### src/rtl/stack_ctl.sv
module stack_ctl #(
  parameter int DW = 16,
  parameter int AW = 16,
  parameter logic [AW-1:0] TOP_ADDR   = 'h3FFF,
  parameter logic [AW-1:0] LIMIT_ADDR = 'h3FFB
) (
  input  logic          clk,
  input  logic          rst_n,
  input  logic          req_valid,
  input  logic          req_pop,
  input  logic [DW-1:0] wr_data,
  output logic [DW-1:0] rd_data,
  output logic          done,
  output logic          fail
);
  localparam logic [AW-1:0] EMPTY_ADDR = TOP_ADDR + 1'b1;
  localparam int DEPTH = int'(TOP_ADDR - LIMIT_ADDR) + 1;
  localparam int IW = (DEPTH > 1) ? $clog2(DEPTH) : 1;

  typedef enum logic [2:0] {S_IDLE, S_CHECK, S_STEP1, S_STEP2, S_RESP} st_t;

  st_t           st;
  logic          op_pop;
  logic          fail_q;
  logic [DW-1:0] din_q;
  logic [AW-1:0] sp;
  logic [DW-1:0] mem [DEPTH];
  logic [IW-1:0] idx;
  logic          at_empty, at_full, refuse;

  assign idx      = IW'(sp - LIMIT_ADDR);
  assign at_empty = (sp == EMPTY_ADDR);
  assign at_full  = (sp == LIMIT_ADDR);
  assign refuse   = op_pop ? at_empty : at_full;
  assign done     = (st == S_RESP);
  assign fail     = done & fail_q;

  always_ff @(posedge clk or negedge rst_n) begin
    if (!rst_n) begin
      st      <= S_IDLE;
      sp      <= EMPTY_ADDR;
      op_pop  <= 1'b0;
      fail_q  <= 1'b0;
      din_q   <= '0;
      rd_data <= '0;
    end else begin
      case (st)
        S_IDLE: if (req_valid) begin
          st     <= S_CHECK;
          op_pop <= req_pop;
          din_q  <= wr_data;
        end
        S_CHECK: begin
          fail_q <= refuse;
          st     <= refuse ? S_RESP : S_STEP1;
        end
        S_STEP1: begin
          if (op_pop) rd_data <= mem[idx];
          else        sp      <= sp - 1'b1;
          st <= S_STEP2;
        end
        S_STEP2: begin
          if (op_pop) sp <= sp + 1'b1;
          st <= S_RESP;
        end
        default: st <= S_IDLE;
      endcase
    end
  end

  always_ff @(posedge clk) begin
    if (st == S_STEP2 && !op_pop) mem[idx] <= din_q;
  end

  AST_PUSH_PREDEC: assert property (@(posedge clk) disable iff (!rst_n)
    (st == S_STEP1 && !op_pop) |=> (sp == $past(sp) - 1'b1));
  AST_POP_POSTINC: assert property (@(posedge clk) disable iff (!rst_n)
    (st == S_STEP2 && op_pop) |=> (sp == $past(sp) + 1'b1));
  AST_NO_UNDERFLOW: assert property (@(posedge clk) disable iff (!rst_n)
    (st == S_CHECK && op_pop && at_empty) |=> (done && fail && $stable(sp) && $stable(rd_data)));
  AST_NO_OVERFLOW: assert property (@(posedge clk) disable iff (!rst_n)
    (st == S_CHECK && !op_pop && at_full) |=> (done && fail && $stable(sp)));
  AST_OK_STATUS: assert property (@(posedge clk) disable iff (!rst_n)
    (st == S_STEP2) |=> (done && !fail));
  AST_DONE_PULSE: assert property (@(posedge clk) disable iff (!rst_n)
    done |=> !done);
  AST_BUSY_IGNORED: assert property (@(posedge clk) disable iff (!rst_n)
    (st != S_IDLE) |=> (st != S_CHECK));
  AST_SP_BOUNDS: assert property (@(posedge clk) disable iff (!rst_n)
    (sp >= LIMIT_ADDR && sp <= EMPTY_ADDR));
endmodule

### config.mk
export PLATFORM = sky130hd
export DESIGN_NAME = stack_ctl
export DESIGN_NICKNAME = d
export VERILOG_FILES = /design/src/rtl/stack_ctl.sv
export SDC_FILE = /design/constraint.sdc
export NUM_CORES = 1
export LEC_CHECK = 0
export ABC_CLOCK_PERIOD_IN_PS = 5500
export BUFFER_PORTS_ARGS = -buffer_cell sky130_fd_sc_hd__buf_2
export CAP_MARGIN = 10
export CORE_MARGIN = 3
export CORE_UTILIZATION = 65
export DETAILED_ROUTE_END_ITERATION = 7
export PLACE_DENSITY = 0.86
export SLEW_MARGIN = 10
export SYNTH_ARGS = -nofsm -noshare
export SYNTH_HDL_FRONTEND = slang
export SYNTH_SLANG_ARGS = --single-unit
### constraint.sdc
create_clock -name clk -period 5.5 [get_ports clk]
set_input_delay 0.275 -clock clk [delete_from_list [all_inputs] [get_ports clk]]
set_output_delay 0.275 -clock clk [all_outputs]
set_load 0.005 [all_outputs]
==> metrics.cfg, run 1 <==
[run_status]
status = complete, no violations

[synthesis]
ys_seq_area_share_pct = 64.2
avgSynthCellArea_um2 = 14.5
syn_inst = 401
synthFlopType = edfxtp_1
synth.ff_latch_count = 133
synthArstFlopShare_pct = 39.8
yosysTopAreaCellShare_pct = 41.4
synth_edf_count = 80
netlist_top_cells_area = edfxtp_1, dfrtp_1, mux4_2
synth_nets = 437
synth_area_leader_cell = edfxtp_1
synth_area_um2 = 5810
yosysWarnings = 0
synth.distinct_cells = 48

[min_path]
holdPathStages = 2
worstHoldEndpoint = din_q[14]
hold_class = in -> reg
min_from = wr_data[14]

[grt]
antenna_found_initial = 0
grt_pass1_wl_mm = 20.5
grt_max_degree = 54
grt_overflow = 0
grt_usage_pct = 27.7
grt_pass1_vias = 3824

[pwr]
power_uw = 4580
leakage_uw = 0.00264
vdd_drop_max_uv = 387
p_per_area_nw_per_um2 = 672

[worst_setup_path]
cp-start-kind = flip-flop
required_ns = 5.86
r2r_end = sp[12]
regToRegSetupSlack_ns = 2.52
crit_path_max_fanout = 18
arrival_ns = 3.33
cp-end-kind = flip-flop
rr_worst_depth = 9
crit_type = reg -> reg
reg2reg_from = st[2]

[cts]
h-tree-depth = 4
ctsResizeCount = 0
cts_buffer_depth = 2
post_cts_buffers = 0
clock-root-buffer = clkbuf_8
cts_tree = done
cts.sinks = 133
clk_pin_slew_ns = 0.06
clk_latency_ns = 0.52
cts_buffers = 17

[sta]
hold_violations = 0
rsz0062_at_grt = no
fin_tns_setup_ns = 0
finalMaxSlewViolations = 0
post-route-min-period_ns = 2.98
hold_slack_ns = 0.0242
worst_slack_ns = 2.52
clock.fmax_mhz = 336
worstMarginPinSlew_ns = 0.989
period_share_pct = 54.2
fin_skew_ns = 0.00885
setup_viol = 0
slew_headroom_pct = 34.1

[drt]
ant_nets = 0
vias = 3711
drtIter0Drc = 316
drc_errors = 0
drt_pass1_iterations = 5
vias_per_cell = 6.41
routed_wl_mm = 12.7
wl_per_cell_um = 22.0

[layout]
drive_gt1_share_pct = 25.9
areaGrowthSynthToFinish_pct = 17.4
final_cell_mix = edfxtp_1, dfrtp_1, buf_2
final_common_cell = edfxtp_1
n_antenna_cell = 0
nets = 497
fin_cells = 579

[floorplan]
die_h_um = 101
die_area_um2 = 10100
rows = 33
fp.dieW_um = 101
ios = 38
start_util_pct = 68.6
core_um2 = 8460

[run]
drv_cap = 0

[place]
numPortBuffers = 37
pre_cts_ws_ns = 2.61
gp_congestion = 0.861
place_inst = 532
hpwl_mm = 7.08

## cell type report
type                       count  area [um2]
clock inverter                13         116
tap                          105         131
sequential                   133        3730
fill                         437        1650
multi-input combinational    242        1970
timing repair buffer          61         403
clock buffer                  19         442
inverter                       6        22.5
## through the flow
| step | util [%] | area, um2 |
|---|---|---|
| floorplan | - | 5810 |
| global placement | 72.2 | 6110 |
| detailed placement | 72.2 | 6110 |
| CTS | 80.5 | 6820 |
| global route | 80.5 | 6820 |
| finish | 80.5 | 6820 |
## registers in the layout, indices dropped and copies added (netlist names)
signal,count
din_q,16
st,3
sp,16
fail_q,1
mem,80
rd_data,16
op_pop,1
## power breakdown
part           total (uW)  internal, uW  switching, uW
Combinational        1900           841           1060
Clock                1040           594            448
Sequential           1640          1390            251
## what timing repair did
| item | CTS | global route |
|---|---|---|
| hold buffers | 15 | 0 |
| endpoints found under the setup margin | 0 | 0 |
| endpoints found under the hold margin | 66 | 0 |
## cells in the mapped netlist, types with 2 or more instances
master    number
mux2i_1       17
mux2_2        17
ha_1          15
nand2_1       28
mux4_2        16
nor4b_1        3
xnor2_1        8
a21o_1         4
edfxtp_1      80
nor3_1         5
nor3b_1        3
o211ai_2       2
dfrtp_1       52
buf_6          2
a21oi_1       26
nand2b_1       3
o21ai_0       19
xor2_1         8
nand4_1        5
a211oi_1       3
o21ai_2        2
nor2_1        28
a31oi_1        5
and2_1         2
nand4b_1       3
inv_1          6
buf_2          6
clkbuf_1      12
nand3_1        2
## how the worst max path moves through the flow
stage,startpoint,end,slack (ns),depth (start not counted)
final,st[2],sp[12],2.52,9
after global routing,st[2],sp[11],2.34,9
after CTS,st[2],sp[11],2.55,9
after detailed placement,st[0],sp[11],2.61,9
after global placement,st[2],sp[12],2.70,9
after floorplan,st[2],mem[3][0],2.40,6
## per-layer routing
metal | vias to the layer above | global-route usage, % | wire length [um]
li1 | 1635 | - | -
met1 | 1866 | 35.9 | 5050
met2 | 181 | 46.7 | 6650
met3 | 29 | 7.13 | 789
met4 | 0 | 8.39 | 230
met5 | - | 0 | 0
## kinds of logic (layout without fill, tap and decap cells)
family          after synthesis  count (layout)  share of synthesized area (%)
simple gates                 89              89                           7.71
fa+ha+maj                    16              16                           3.58
buf+inv                      26              99                           2.07
flops                       133             133                           64.2
xor+xnor                     17              17                           2.69
mux                          50              50                           12.4
compound gates               70              70                           7.30
## worst max-delay path, stage by stage, from the launching register on
cell and delay [ns]:
dfrtp_1 0.47, nand2b_1 0.24, or2_2 0.48, ha_1 0.42
a21o_2 0.24, a21oi_1 0.23, a21oi_1 0.14, a311oi_1 0.34
xor2_1 0.17, o21ai_0 0.08
Power figures use the tool's default switching activity.
==> run 2, diff against run 1 <==
Settings changed: ABC_CLOCK_PERIOD_IN_PS 5500 to 2600, CORE_UTILIZATION 65 to 54, PLACE_DENSITY 0.86 to 0.76.
Clock period 5.5 ns to 2.6 ns, I/O delays scaled along.
==> run 2 against run 1 <==
Effect of this change:
- total power increased by 130%
- via count decreased by 2.2%
- global-route usage decreased by 6.5 points
- hold slack improved by 0.084 ns
- final area increased by 6.6%
- die area increased by 19%
- clock skew decreased by 0.0020 ns
- sequential share of layout area decreased by 3.4 points
- flip-flop and latch count unchanged
- routed wire length decreased by 6.7%
==> metrics.cfg, run 2 (same netlist as run 1, synthesis figures left out) <==
[run_status]
status = complete, no violations  ; unchanged

[floorplan]
fp.dieW_um = 110  ; was 101 um
ios = 38  ; unchanged
core_um2 = 10400  ; was 8460 um2
start_util_pct = 56.0  ; was 68.6%
rows = 37  ; was 33
die_h_um = 110  ; was 101 um
die_area_um2 = 12000  ; was 10100 um2

[drt]
routed_wl_mm = 11.9  ; was 12.7 mm
drc_errors = 0  ; unchanged
wl_per_cell_um = 18.5  ; was 22.0 um
drt_pass1_iterations = 5  ; unchanged
vias_per_cell = 5.67  ; was 6.41
vias = 3629  ; was 3711
drtIter0Drc = 255  ; was 316
ant_nets = 0  ; unchanged

[place]
gp_congestion = 0.966  ; was 0.861
pre_cts_ws_ns = -0.0992  ; was 2.61 ns
hpwl_mm = 7.38  ; was 7.08 mm
numPortBuffers = 37  ; unchanged

[worst_setup_path]
crit_path_max_fanout = 6  ; was 18
cp-endpoint = sp[14]  ; was sp[12]
r2r_end = sp[14]  ; was sp[12]
cp-start-kind = flip-flop  ; unchanged
reg2reg_from = st[2]  ; unchanged
required_ns = 3.02  ; was 5.86 ns
regToRegSetupSlack_ns = 0.08  ; was 2.52 ns
crit_type = reg -> reg  ; unchanged
rr_worst_depth = 10  ; was 9
cp-startpoint = st[2]  ; unchanged
cp-end-kind = flip-flop  ; unchanged
arrival_ns = 2.94  ; was 3.33 ns

[cts]
cts.sinks = 133  ; unchanged
cts_buffers = 17  ; unchanged
cts_tree = done  ; unchanged
cts_buffer_depth = 2  ; unchanged
clk_pin_slew_ns = 0.06  ; about the same
clk_latency_ns = 0.51  ; was 0.52 ns
clock-root-buffer = clkbuf_8  ; unchanged
h-tree-depth = 4  ; unchanged

[sta]
post-route-min-period_ns = 2.52  ; was 2.98 ns
worstMarginPinSlew_ns = 0.514  ; was 0.989 ns
fin_skew_ns = 0.00686  ; was 0.00885 ns
worst_slack_ns = 0.0824  ; was 2.52 ns
clock.fmax_mhz = 397  ; was 336 MHz
hold_violations = 0  ; unchanged
finalMaxSlewViolations = 0  ; unchanged
period_share_pct = 96.8  ; was 54.2%
setup_viol = 0  ; unchanged
rsz0062_at_grt = no  ; unchanged
slew_headroom_pct = 65.7  ; was 34.1%
hold_slack_ns = 0.108  ; was 0.0242 ns

[layout]
nets = 527  ; was 497
final_common_cell = edfxtp_1  ; unchanged
regMostFlops = mem  ; unchanged
drive_gt1_share_pct = 31.0  ; was 25.9%
final_cell_mix = edfxtp_1, dfrtp_1, buf_2  ; unchanged
largest_reg_flops = 80  ; unchanged
n_antenna_cell = 0  ; unchanged
areaGrowthSynthToFinish_pct = 25.1  ; was 17.4%

[grt]
grt_overflow = 0  ; unchanged
grt_max_degree = 36  ; was 54
grt_pass1_vias = 3648  ; was 3824
grt_pass1_wl_mm = 18.8  ; was 20.5 mm
grt_usage_pct = 21.3  ; was 27.7%
antenna_found_initial = 0  ; unchanged

[pwr]
vdd_drop_max_uv = 754  ; was 387 uV
p_per_area_nw_per_um2 = 1450  ; was 672 nW/um2
leakage_uw = 0.00284  ; was 0.00264 uW

[run]
drv_cap = 0  ; unchanged

[min_path]
hold_class = in -> async  ; was in -> reg

run 2: what timing repair did:
item / in CTS / in global routing
gates cloned: 0 / 1
resized for setup: 1 / 7
pin swaps: 0 / 2
hold buffers: 19 / 0
setup endpoints to repair: 5 / 5
hold endpoints to repair: 36 / 0
setup buffers: 0 / 1
run 2: metal layers:
metal / GRT usage [%] / part of all wire (%)
met5: 0 / 0
met4: 9.26 / 1.9
met3: 4.52 / 4.4
met2: 35.9 / 53
met1: 26.7 / 40
run 2: power breakdown:
group / switching, uW / internal [uW]
sequential: 474 / 2930
clock: 856 / 1780
combinational: 2330 / 2170
run 2: worst min path at each step:
stage | cells past startpoint | endpoint | slack [ns]
2_1_floorplan | 0 | din_q[0] | -0.17
3_3_place_gp | 1 | rd_data[12] | 0.1
3_5_place_dp | 1 | rd_data[12] | 0.11
4_1_cts | 2 | rd_data[12] | 0.11
5_1_grt | 2 | rd_data[12] | 0.13
6_report | 2 | rd_data[12] | 0.11
run 2: worst max-delay path, stage by stage (launching register included):
cell and delay [ns]:
dfrtp_1 0.38, nand2b_4 0.16, or2_4 0.30, buf_4 0.17, ha_1 0.36, buf_4 0.17
nand4_1 0.16, a211oi_1 0.30, nor3_1 0.10, xor2_1 0.15, o21ai_0 0.18
run 2: stage by stage:
step / TNS (ns) / util, % / cell area, um2 / std cells / total power [uW]
2_1_floorplan: 0 / - / 5880 / 401 / 6480
3_3_place_gp: 0 / 61.5 / 6380 / 587 / 7550
3_5_place_dp: -0.152 / 61.5 / 6380 / 587 / 7710
4_1_cts: 0 / 69.7 / 7230 / 638 / 10500
5_1_grt: 0 / 70.1 / 7270 / 640 / 11200
6_report: 0 / 70.1 / 7270 / 640 / 10500
run 2: area by class of cell:
class                   instances  area [um2]
flip-flops and latches        133        3730
clock inverters                12         224
well taps                     136         170
multi-input cells             243        2060
repair buffers                 90         631
clock buffers                  20         435
inverters                       6        22.5
fillers                       634        3100
==> run 3, diff against run 2 <==
Settings changed: RECOVER_POWER set to 100.
==> run 3 against run 2 <==
Effect of this change:
- fmax up 0.27%
- total power down 1.2%
- sequential power barely moved
- core utilization decreased by 0.76 points
- first-iteration DRC count shrank 9.8%
- critical path type unchanged
==> metrics.cfg, run 3 (same netlist as run 1, synthesis figures left out) <==
[grt]
grt_pass1_wl_mm = 18.8  ; unchanged
grt_pass1_vias = 3648  ; unchanged
grt_usage_pct = 21.3  ; unchanged
grt_max_degree = 36  ; unchanged
antenna_found_initial = 0  ; unchanged
grtUsageMet1_pct = 26.7  ; unchanged
globalRouteMet3Util_pct = 4.52  ; unchanged
grt_overflow = 0  ; unchanged
met2_usage_pct = 35.9  ; unchanged
top_usage_layer = met2  ; unchanged

[floorplan]
start_util_pct = 56.0  ; unchanged
die_area_um2 = 12000  ; unchanged
core_um2 = 10400  ; unchanged
rows = 37  ; unchanged
die_h_um = 110  ; unchanged
ios = 38  ; unchanged
fp.dieW_um = 110  ; unchanged

[drt]
vias_per_cell = 5.68  ; was 5.67
drc_errors = 0  ; unchanged
wl_per_cell_um = 18.6  ; was 18.5 um
drt_pass1_iterations = 5  ; unchanged
drtIter0Drc = 230  ; was 255
vias = 3633  ; was 3629
routed_wl_mm = 11.9  ; about the same
ant_nets = 0  ; unchanged

[worst_setup_path]
crit_type = reg -> reg  ; unchanged
cp_num_buf_inv = 2  ; unchanged
cp_slowest_cell = dfrtp_1  ; unchanged
cp-end-kind = flip-flop  ; unchanged
arrival_ns = 2.93  ; was 2.94 ns
crit_path_max_fanout = 6  ; unchanged
crit_top_cell = buf_4  ; unchanged
required_ns = 3.02  ; about the same
slowest_delay_ns = 0.38  ; about the same
crit_path_cell_trace = nand2b_4 > or2_4 > buf_4 > ha_1 > buf_4 > nand4_1 > a211oi_1 > nor3_1 > xor2_1 > o21ai_0  ; unchanged
cp-start-kind = flip-flop  ; unchanged
cp_top_family = simple AND/OR/NAND/NOR gates  ; unchanged

[run_status]
status = complete, no violations  ; unchanged

[cts]
cts_buffers = 17  ; unchanged
clk_pin_slew_ns = 0.06  ; about the same
clk_latency_ns = 0.51  ; about the same
clock-root-buffer = clkbuf_8  ; unchanged
cts_buffer_depth = 2  ; unchanged
cts_tree = done  ; unchanged
h-tree-depth = 4  ; unchanged
cts.sinks = 133  ; unchanged

[layout]
nets = 527  ; unchanged
largest_reg_flops = 80  ; unchanged
final_common_cell = edfxtp_1  ; unchanged
final_cell_mix = edfxtp_1, dfrtp_1, nand2_1, nor2_1, a21oi_1  ; was edfxtp_1, dfrtp_1, buf_2
areaGrowthSynthToFinish_pct = 23.8  ; was 25.1%
drive_gt1_share_pct = 26.6  ; was 31.0%
final_util_pct = 69.3  ; was 70.1%
n_antenna_cell = 0  ; unchanged
regMostFlops = mem  ; unchanged

[sta]
hold_slack_ns = 0.346  ; was 0.108 ns
setup_viol = 0  ; unchanged
finalMaxSlewViolations = 0  ; unchanged
hold_violations = 0  ; unchanged
slew_headroom_pct = 26.8  ; was 65.7%
period_share_pct = 96.6  ; was 96.8%
clock.fmax_mhz = 398  ; was 397 MHz
fin_skew_ns = 0.00697  ; was 0.00686 ns
worstMarginPinSlew_ns = 1.10  ; was 0.514 ns
post-route-min-period_ns = 2.51  ; was 2.52 ns
rsz0062_at_grt = no  ; unchanged

[pwr]
power_uw = 10400  ; was 10500 uW
vdd_drop_max_uv = 718  ; was 754 uV
p_per_area_nw_per_um2 = 1450  ; about the same
leakage_uw = 0.00276  ; was 0.00284 uW

[run]
drv_cap = 0  ; unchanged

[place]
numPortBuffers = 37  ; unchanged
hpwl_mm = 7.38  ; unchanged
gp_congestion = 0.966  ; unchanged

[min_path]
hold_class = in -> async  ; unchanged

run 3: layout make-up:
cell class / count / area (um2)
clock buffers: 20 / 435
clock inverters: 12 / 224
fillers: 662 / 3180
inverters: 6 / 22.5
multi-input cells: 243 / 2030
flip-flops and latches: 133 / 3730
well taps: 136 / 170
repair buffers: 90 / 573
run 3: final timing paths:
check | start | to | slack, ns | depth (start not counted)
worst max register to register | st[2] | sp[14] | 0.09 | 10
min in group clk | wr_data[8] | din_q[8] | 0.39 | 3
worst min register to register | sp[15] | sp[15] | 0.47 | 1
max in group asynchronous | rst_n | sp[3] | 0.79 | 3
worst max-delay path | st[2] | sp[14] | 0.09 | 10
worst min-delay path | rst_n | rd_data[12] | 0.35 | 2
run 3: power breakdown:
part	switching, uW	internal [uW]	total [uW]
registers	477	2930	3410
clock network	857	1780	2640
logic	2300	2070	4370
total	3640	6780	10400
run 3: metal layers:
metal,vias to the layer above,share of wire [%]
li1,1697,-
met1,1821,41
met2,97,54
met3,18,3.6
met4,0,1.4
met5,-,0
run 3: worst register-to-register path, stage by stage (launching register included):
cell      delay (ns)
dfrtp_1         0.38
nand2b_4        0.16
or2_4           0.30
buf_4           0.17
ha_1            0.37
buf_4           0.16
nand4_1         0.16
a211oi_1        0.30
nor3_1          0.10
xor2_1          0.15
o21ai_0         0.18
run 3: stage by stage:
| stage | instance area, um2 | std cells | setup TNS, ns | worst slack (ns) |
|---|---|---|---|---|
| floorplan | 5880 | 401 | 0 | 0.0232 |
| global route | 7190 | 640 | 0 | 0.0115 |
| CTS | 7230 | 638 | 0 | 0.0413 |
| detailed placement | 6380 | 587 | -0.152 | -0.0992 |
| finish | 7190 | 640 | 0 | 0.0892 |
| global placement | 6380 | 587 | 0 | 0.00432 |
run 3: repair_timing:
item                                   4_1_cts  5_1_grt
setup endpoints to repair                    5        5
endpoints found under the hold margin       36        0
pin swaps                                    0        2
buffers inserted                             0        1
cloned                                       0        1
gates resized for setup                      1        7
hold buffers                                19        0
